## src/rtl/sadc_pkg.sv

```systemverilog
package sadc_pkg;
  typedef enum logic [2:0] {
    ST_IDLE,
    ST_CTL,
    ST_IACQ,
    ST_ICONV,
    ST_EACQ,
    ST_ECONV
  } sadc_state_t;

  localparam logic [1:0] MODE_LOCAL = 2'b00;
  localparam logic [1:0] MODE_HOST  = 2'b01;

  // control word field positions (MSB arrives first)
  localparam int CH_HI   = 6;
  localparam int CH_LO   = 4;
  localparam int MODE_HI = 1;
  localparam int MODE_LO = 0;
endpackage

```

## src/rtl/sadc_sync.sv

```systemverilog
module sadc_sync #(
  parameter int W = 3,
  parameter logic [W-1:0] RST_VAL = '0
) (
  input  logic         clk,
  input  logic         rst,
  input  logic [W-1:0] d,
  output logic [W-1:0] q
);
  logic [W-1:0] s1;

  always_ff @(posedge clk) begin
    if (rst) begin
      s1 <= RST_VAL;
      q  <= RST_VAL;
    end else begin
      s1 <= d;
      q  <= s1;
    end
  end
endmodule

```

## src/rtl/sadc_tick.sv

```systemverilog
module sadc_tick #(
  parameter int DIV = 4
) (
  input  logic clk,
  input  logic rst,
  input  logic clr,
  input  logic en,
  output logic tick
);
  localparam int CW = (DIV > 1) ? $clog2(DIV) : 1;
  localparam logic [CW-1:0] LAST = CW'(DIV - 1);

  logic [CW-1:0] cnt;

  always_ff @(posedge clk) begin
    if (rst || clr) begin
      cnt  <= '0;
      tick <= 1'b0;
    end else if (en) begin
      if (cnt == LAST) begin
        cnt  <= '0;
        tick <= 1'b1;
      end else begin
        cnt  <= cnt + 1'b1;
        tick <= 1'b0;
      end
    end else begin
      tick <= 1'b0;
    end
  end


  tick_clr_chk: assert property (@(posedge clk) disable iff (rst) clr |=> !tick);
endmodule

```

## src/rtl/sadc_value_bank.sv

```systemverilog
module sadc_value_bank #(
  parameter int NCH = 8,
  parameter int DW  = 12,
  parameter int CHW = $clog2(NCH)
) (
  input  logic           clk,
  input  logic           we,
  input  logic [CHW-1:0] wr_ch,
  input  logic [DW-1:0]  wr_data,
  input  logic [CHW-1:0] rd_ch,
  output logic [DW-1:0]  rd_data
);
  logic [DW-1:0] mem [NCH];

  always_ff @(posedge clk) begin
    if (we) mem[wr_ch] <= wr_data;
    rd_data <= mem[rd_ch];
  end
endmodule

```

## src/rtl/sadc_emu.sv

```systemverilog
module sadc_emu
  import sadc_pkg::*;
#(
  parameter int NCH       = 8,
  parameter int DW        = 12,
  parameter int CHW       = $clog2(NCH),
  parameter int DIV       = 4,
  parameter int ACQ_TICKS = 4,
  parameter int END_TICKS = 16,
  parameter int EXT_ACQ   = 6
) (
  input  logic           clk,
  input  logic           rst,
  input  logic           host_sclk,
  input  logic           host_cs_n,
  input  logic           host_din,
  input  logic           val_we,
  input  logic [CHW-1:0] val_ch,
  input  logic [DW-1:0]  val_data,
  output logic           dout,
  output logic           dout_oe,
  output logic           strobe,
  output logic           strobe_oe
);
  localparam logic [4:0] L_ACQ   = 5'(ACQ_TICKS);
  localparam logic [4:0] L_END   = 5'(END_TICKS);
  localparam logic [4:0] L_EACQ  = 5'(EXT_ACQ);
  localparam logic [4:0] L_ELOAD = 5'(EXT_ACQ + 1);
  localparam logic [4:0] L_EEND  = 5'(EXT_ACQ + DW);

  logic [2:0] sync_q;
  logic cs_s, sclk_s, din_s, sclk_d;
  logic fall, cap;

  sadc_sync #(.W(3), .RST_VAL(3'b100)) u_sync (
    .clk(clk), .rst(rst),
    .d({host_cs_n, host_sclk, host_din}),
    .q(sync_q)
  );
  assign cs_s   = sync_q[2];
  assign sclk_s = sync_q[1];
  assign din_s  = sync_q[0];
  assign fall   = sclk_d & ~sclk_s;
  assign cap    = fall & ~cs_s;

  sadc_state_t    state;
  logic [6:0]     ctl_sr;
  logic [7:0]     ctl_next;
  logic [2:0]     bit_cnt;
  logic           clk_local;
  logic [CHW-1:0] ch_q;
  logic [4:0]     tick_cnt;
  logic [4:0]     fcnt;
  logic [DW-1:0]  sample;
  logic [DW-1:0]  out_sr;
  logic [DW-1:0]  rd_val;
  logic           strb_q, strb_oe_q, dout_oe_q;
  logic           word_done, tick, tick_en;

  assign ctl_next  = {ctl_sr, din_s};
  assign word_done = (state == ST_CTL) && cap && (bit_cnt == 3'd7);
  assign tick_en   = (state == ST_IACQ) || (state == ST_ICONV);

  sadc_tick #(.DIV(DIV)) u_tick (
    .clk(clk), .rst(rst), .clr(word_done), .en(tick_en), .tick(tick)
  );

  sadc_value_bank #(.NCH(NCH), .DW(DW), .CHW(CHW)) u_bank (
    .clk(clk), .we(val_we), .wr_ch(val_ch), .wr_data(val_data),
    .rd_ch(ch_q), .rd_data(rd_val)
  );

  always_ff @(posedge clk) begin
    if (rst) begin
      state     <= ST_IDLE;
      sclk_d    <= 1'b0;
      ctl_sr    <= '0;
      bit_cnt   <= '0;
      clk_local <= 1'b0;
      ch_q      <= '0;
      tick_cnt  <= '0;
      fcnt      <= '0;
      sample    <= '0;
      out_sr    <= '0;
      strb_q    <= 1'b0;
      strb_oe_q <= 1'b0;
      dout_oe_q <= 1'b0;
    end else begin
      sclk_d    <= sclk_s;
      dout_oe_q <= ~cs_s;
      strb_oe_q <= clk_local | ~cs_s;
      if (cap) out_sr <= {out_sr[DW-2:0], 1'b0};
      unique case (state)
        ST_IDLE: begin
          if (cap && din_s) begin
            state   <= ST_CTL;
            ctl_sr  <= 7'h01;
            bit_cnt <= 3'd1;
          end
        end
        ST_CTL: begin
          if (cap) begin
            ctl_sr  <= ctl_next[6:0];
            bit_cnt <= bit_cnt + 3'd1;
            if (bit_cnt == 3'd7) begin
              ch_q <= CHW'(ctl_next[CH_HI:CH_LO]);
              if (ctl_next[MODE_HI:MODE_LO] == MODE_LOCAL) begin
                clk_local <= 1'b1;
                strb_q    <= 1'b0;
                tick_cnt  <= '0;
                state     <= ST_IACQ;
              end else if (ctl_next[MODE_HI:MODE_LO] == MODE_HOST) begin
                clk_local <= 1'b0;
                strb_q    <= 1'b0;
                fcnt      <= '0;
                state     <= ST_EACQ;
              end else begin
                state <= ST_IDLE;
              end
            end
          end
        end
        ST_IACQ: begin
          if (tick) begin
            tick_cnt <= tick_cnt + 5'd1;
            if (tick_cnt + 5'd1 == L_ACQ) begin
              sample <= rd_val;
              state  <= ST_ICONV;
            end
          end
        end
        ST_ICONV: begin
          if (tick) begin
            tick_cnt <= tick_cnt + 5'd1;
            if (tick_cnt + 5'd1 == L_END) begin
              strb_q <= 1'b1;
              out_sr <= sample;
              state  <= ST_IDLE;
            end
          end
        end
        ST_EACQ: begin
          if (fall) begin
            fcnt <= fcnt + 5'd1;
            if (fcnt + 5'd1 == L_EACQ) begin
              strb_q <= 1'b1;
              sample <= rd_val;
              state  <= ST_ECONV;
            end
          end
        end
        ST_ECONV: begin
          if (fall) begin
            fcnt <= fcnt + 5'd1;
            if (fcnt + 5'd1 == L_ELOAD) begin
              strb_q <= 1'b0;
              out_sr <= sample;
            end
            if (fcnt + 5'd1 == L_EEND) state <= ST_IDLE;
          end
        end
        default: state <= ST_IDLE;
      endcase
    end
  end

  assign dout      = out_sr[DW-1];
  assign dout_oe   = dout_oe_q;
  assign strobe    = strb_q;
  assign strobe_oe = strb_oe_q;


  dout_hiz_chk: assert property (@(posedge clk) disable iff (rst) cs_s |=> !dout_oe);

  strobe_drive_chk: assert property (@(posedge clk) disable iff (rst) clk_local |=> strobe_oe);

  local_strobe_low_chk: assert property (@(posedge clk) disable iff (rst)
    (state == ST_IACQ || state == ST_ICONV) |-> !strobe);

  tick_bound_chk: assert property (@(posedge clk) disable iff (rst) tick_cnt <= L_END);

  host_pulse_chk: assert property (@(posedge clk) disable iff (rst)
    ($rose(strobe) && !clk_local) |-> (state == ST_ECONV));

  ctl_count_chk: assert property (@(posedge clk) disable iff (rst)
    (state == ST_CTL) |-> (bit_cnt != 3'd0));
endmodule

```

## config.mk

```make
export PLATFORM = sky130hd
export DESIGN_NAME = sadc_emu
export DESIGN_NICKNAME = d
export VERILOG_FILES = /design/src/rtl/sadc_pkg.sv /design/src/rtl/sadc_sync.sv /design/src/rtl/sadc_tick.sv /design/src/rtl/sadc_value_bank.sv /design/src/rtl/sadc_emu.sv
export SDC_FILE = /design/constraint.sdc
export NUM_CORES = 1
export LEC_CHECK = 0
export BUFFER_PORTS_ARGS = -buffer_cell sky130_fd_sc_hd__buf_2
export CAP_MARGIN = 5
export CORE_ASPECT_RATIO = 1.1
export CORE_UTILIZATION = 35
export CTS_BUF_LIST = sky130_fd_sc_hd__clkbuf_8
export DETAILED_ROUTE_END_ITERATION = 6
export GPL_ROUTABILITY_DRIVEN = 0
export PLACE_DENSITY = 0.6
export SYNTH_ARGS = -nofsm -noshare
export SYNTH_HDL_FRONTEND = slang
export SYNTH_SLANG_ARGS = --single-unit
```

## constraint.sdc

```tcl
create_clock -name clk -period 3.1 [get_ports clk]
set_input_delay 0 -clock clk [delete_from_list [all_inputs] [get_ports clk]]
set_output_delay 0 -clock clk [all_outputs]
set_load 0.02 [all_outputs]
```

==> run metrics <==
Final Slew Violations 0; async set-reset flop share out of synthesis 0; port bufs 24; yosys warns 0; largest net degree at the start of global routing 64; number of CTS-inserted buffers 17; dpl ws ~0.51 ns; max_slew headroom 0.246; Data required, critical path around 3.5 ns; Syn Inst Count 492; CP Capture Type register; RSZ-0062 raised after global routing no; Sequential Power Share 0.568; Worst Tran Pin Value ~1.1 ns; largest stage delay on the critical path between 0.6 and 0.7 ns; die area between 0.015 and 0.02 mm^2; CTS sink count ~170; Worst VDD drop approximately 0.0004 V; number of synthesized register bits between 150 and 200; Min-Delay Path Class input port to register; Die H between 100 and 150 um; Clock Root Buffer clkbuf_8; initial DRC count about 180; internal power ~3.3 mW; setup TNS 0 ns; Post-CTS Setup Inserts 0; DRT Pass-1 Iters 4; dominant cells by area after synthesis edfxtp_1 (43%), dfxtp_1 (22%), mux4_2 (8.0%), mux2i_1 (3.8%), nor2_1 (3.5%); clk_skew between 0.01 and 0.015 ns; Hold-fix buffers, CTS 15; clock-pin slew of the registers on the worst-case setup and hold paths approximately 0.1 ns; Post-Route WL 12.3 mm; share of the synthesized area in the top cell type 0.425; Post-Synthesis Net Count about 520; Main synth FF type edfxtp_1; setup violators final 0; WL/cell around 15 um; cell area after synthesis roughly 0.0068 mm^2; fmax roughly 380 MHz; Rows 53; switch share 0.257; syn avg cell area 13.8 um^2; Critical-path top delay cell or4b_2; H-tree level count 4; Clock Power Share 0.342; Top Ports 25; final worst-path cycle share 0.849; Arr. time, crit path approximately 3 ns; Die Wd 135 um; detailed-route via count approximately 4,000; fin worst setup slack between 0.4 and 0.5 ns; P&R area growth vs syn 14.4%; HPWL Detailed 7.67 mm; minimum clock period 2.63 ns; Post-DRT Antenna Nets 0; TritonCTS clock tree done; Max clock buf depth 2; power share of the combinational group 0.090; Post-synth top cells edfxtp_1 (96), dfxtp_1 (75), nor2_1 (63); Post-synth EDFFs 96; worst-path fanout max 8; Initial Utilization 0.356; CP cell instances ha_1, or4b_2, o31ai_4, a21oi_2, or3_4, a2111o_1, a21oi_1; register area share after synthesis 0.647; status completed; post-synth top area cell edfxtp_1; via/cell ratio 5.02; PwrDens between 500 and 600 mW/mm^2; switching power approximately 1.2 mW; first-pass GRT wire length between 20 and 25 mm; Yosys cell types between 50 and 60; cts repair resizes 0; Worst-Skew Late Latency around 0.46 ns; GRT Util Overall 0.134; CP Launch Type register; Final #Nets between 500 and 600; number of global-route vias before repair just over 4,000; initial antenna violation count 0; Leak about 2.6 nW; critical path type register to register; final hold violation count 0; core area approximately 0.019 mm^2; cell with the most instances after synthesis edfxtp_1; share of post-route cells with drive strength above 1 0.215; GRT overflow 0; Ant. Diodes 0; residual DRC count 0; max-cap violation count 0
-- flip-flops by register name, indices dropped and copies added (netlist names), 5 cells and up --
| name | flops |
|---|---|
| tick_cnt | 5 |
| sample | 12 |
| fcnt | 5 |
| ctl_sr | 6 |
| u_bank.rd_data | 12 |
| out_sr | 12 |
| u_bank.mem | 96 |
-- worst paths after layout --
kind | slack, ns | start | end | cells after the start
worst max-delay path | 0.47 | fcnt[0]$_SDFFE_PP0P_ | state[0]$_SDFFE_PP0P_ | 7
worst min-delay path | 0.09 | val_ch[0] | u_bank.mem[0][3]$_DFFE_PP_ | 3
worst max register to register | 0.47 | fcnt[0]$_SDFFE_PP0P_ | state[0]$_SDFFE_PP0P_ | 7
worst min register to register | 0.42 | u_sync.s1[2]$_SDFF_PP1_ | u_sync.q[2]$_SDFF_PP1_ | 1
-- metrics by stage --
stage,hold WS [ns],util,total power [mW],std cells,cell area (um^2)
global route,0.0941,0.407,4.69,796,7750
detailed placement,0.186,0.379,3.00,749,7210
CTS,0.0778,0.407,4.55,796,7750
global placement,0.184,0.379,2.98,749,7210
finish,0.0945,0.407,4.50,796,7750
floorplan,0.0989,-,2.88,492,6780
-- layer usage --
layer	share of wire	wire, um	GRT usage	vias up
met1	0.44	5410	0.156	1986
li1	-	-	-	1929
met2	0.51	6320	0.233	59
met3	0.031	384	0.0340	18
met5	0	0	0	-
met4	0.015	182	0.0551	0
-- critical path: cells and delay by family, from the launching register on --
kind | cells | cell delay (ns)
simple gates | 2 | 1.01
fa+ha+maj | 1 | 0.30
flops | 1 | 0.47
compound gates | 4 | 0.76
-- cell families (layout without fill, tap and decap cells) --
| kind of cell | count (synthesis) | count (layout) | synth area share |
|---|---|---|---|
| flops | 171 | 171 | 0.647 |
| xor+xnor | 2 | 2 | 0.00259 |
| fa+ha+maj | 8 | 8 | 0.0148 |
| mux | 63 | 63 | 0.140 |
| simple gates | 142 | 142 | 0.103 |
| compound gates | 75 | 75 | 0.0740 |
| buf+inv | 31 | 88 | 0.0185 |
-- final cells by class --
| type | count | area (um^2) |
|---|---|---|
| Timing Repair Buffer | 52 | 368 |
| Tap cell | 247 | 309 |
| Multi-Input combinational cell | 290 | 2290 |
| Clock buffer | 17 | 234 |
| Fill cell | 1764 | 11300 |
| Inverter | 4 | 15.0 |
| Clock inverter | 15 | 159 |
| Sequential cell | 171 | 4380 |
-- cells in the final DEF (no fill, tap or decap), types with 3 or more instances in the layout --
cell type,n
a211oi_1,13
a21oi_1,25
a22oi_1,5
a31oi_1,3
and2_1,3
and4b_1,3
buf_2,24
buf_4,13
clkbuf_8,17
dfxtp_1,75
dlygate4sd3_1,15
edfxtp_1,96
ha_1,8
inv_1,5
inv_6,4
inv_8,4
mux2_2,13
mux2i_1,26
mux4_2,24
nand2_1,23
nand2b_1,5
nand3_1,10
nor2_1,63
nor2b_1,12
nor3_1,4
o21ai_0,10
or2_2,4
-- power by group through the flow --
| stage | combinational [mW] | clock, mW | sequential, mW |
|---|---|---|---|
| 2_1_floorplan | 0.300 | 0 | 2.58 |
| 5_1_grt | 0.455 | 1.67 | 2.57 |
| 4_1_cts | 0.409 | 1.58 | 2.55 |
| 3_5_place_dp | 0.393 | 0 | 2.61 |
| 3_3_place_gp | 0.376 | 0 | 2.60 |
| 6_report | 0.406 | 1.54 | 2.55 |
Note: power is estimated with default switching activity, not from simulation.
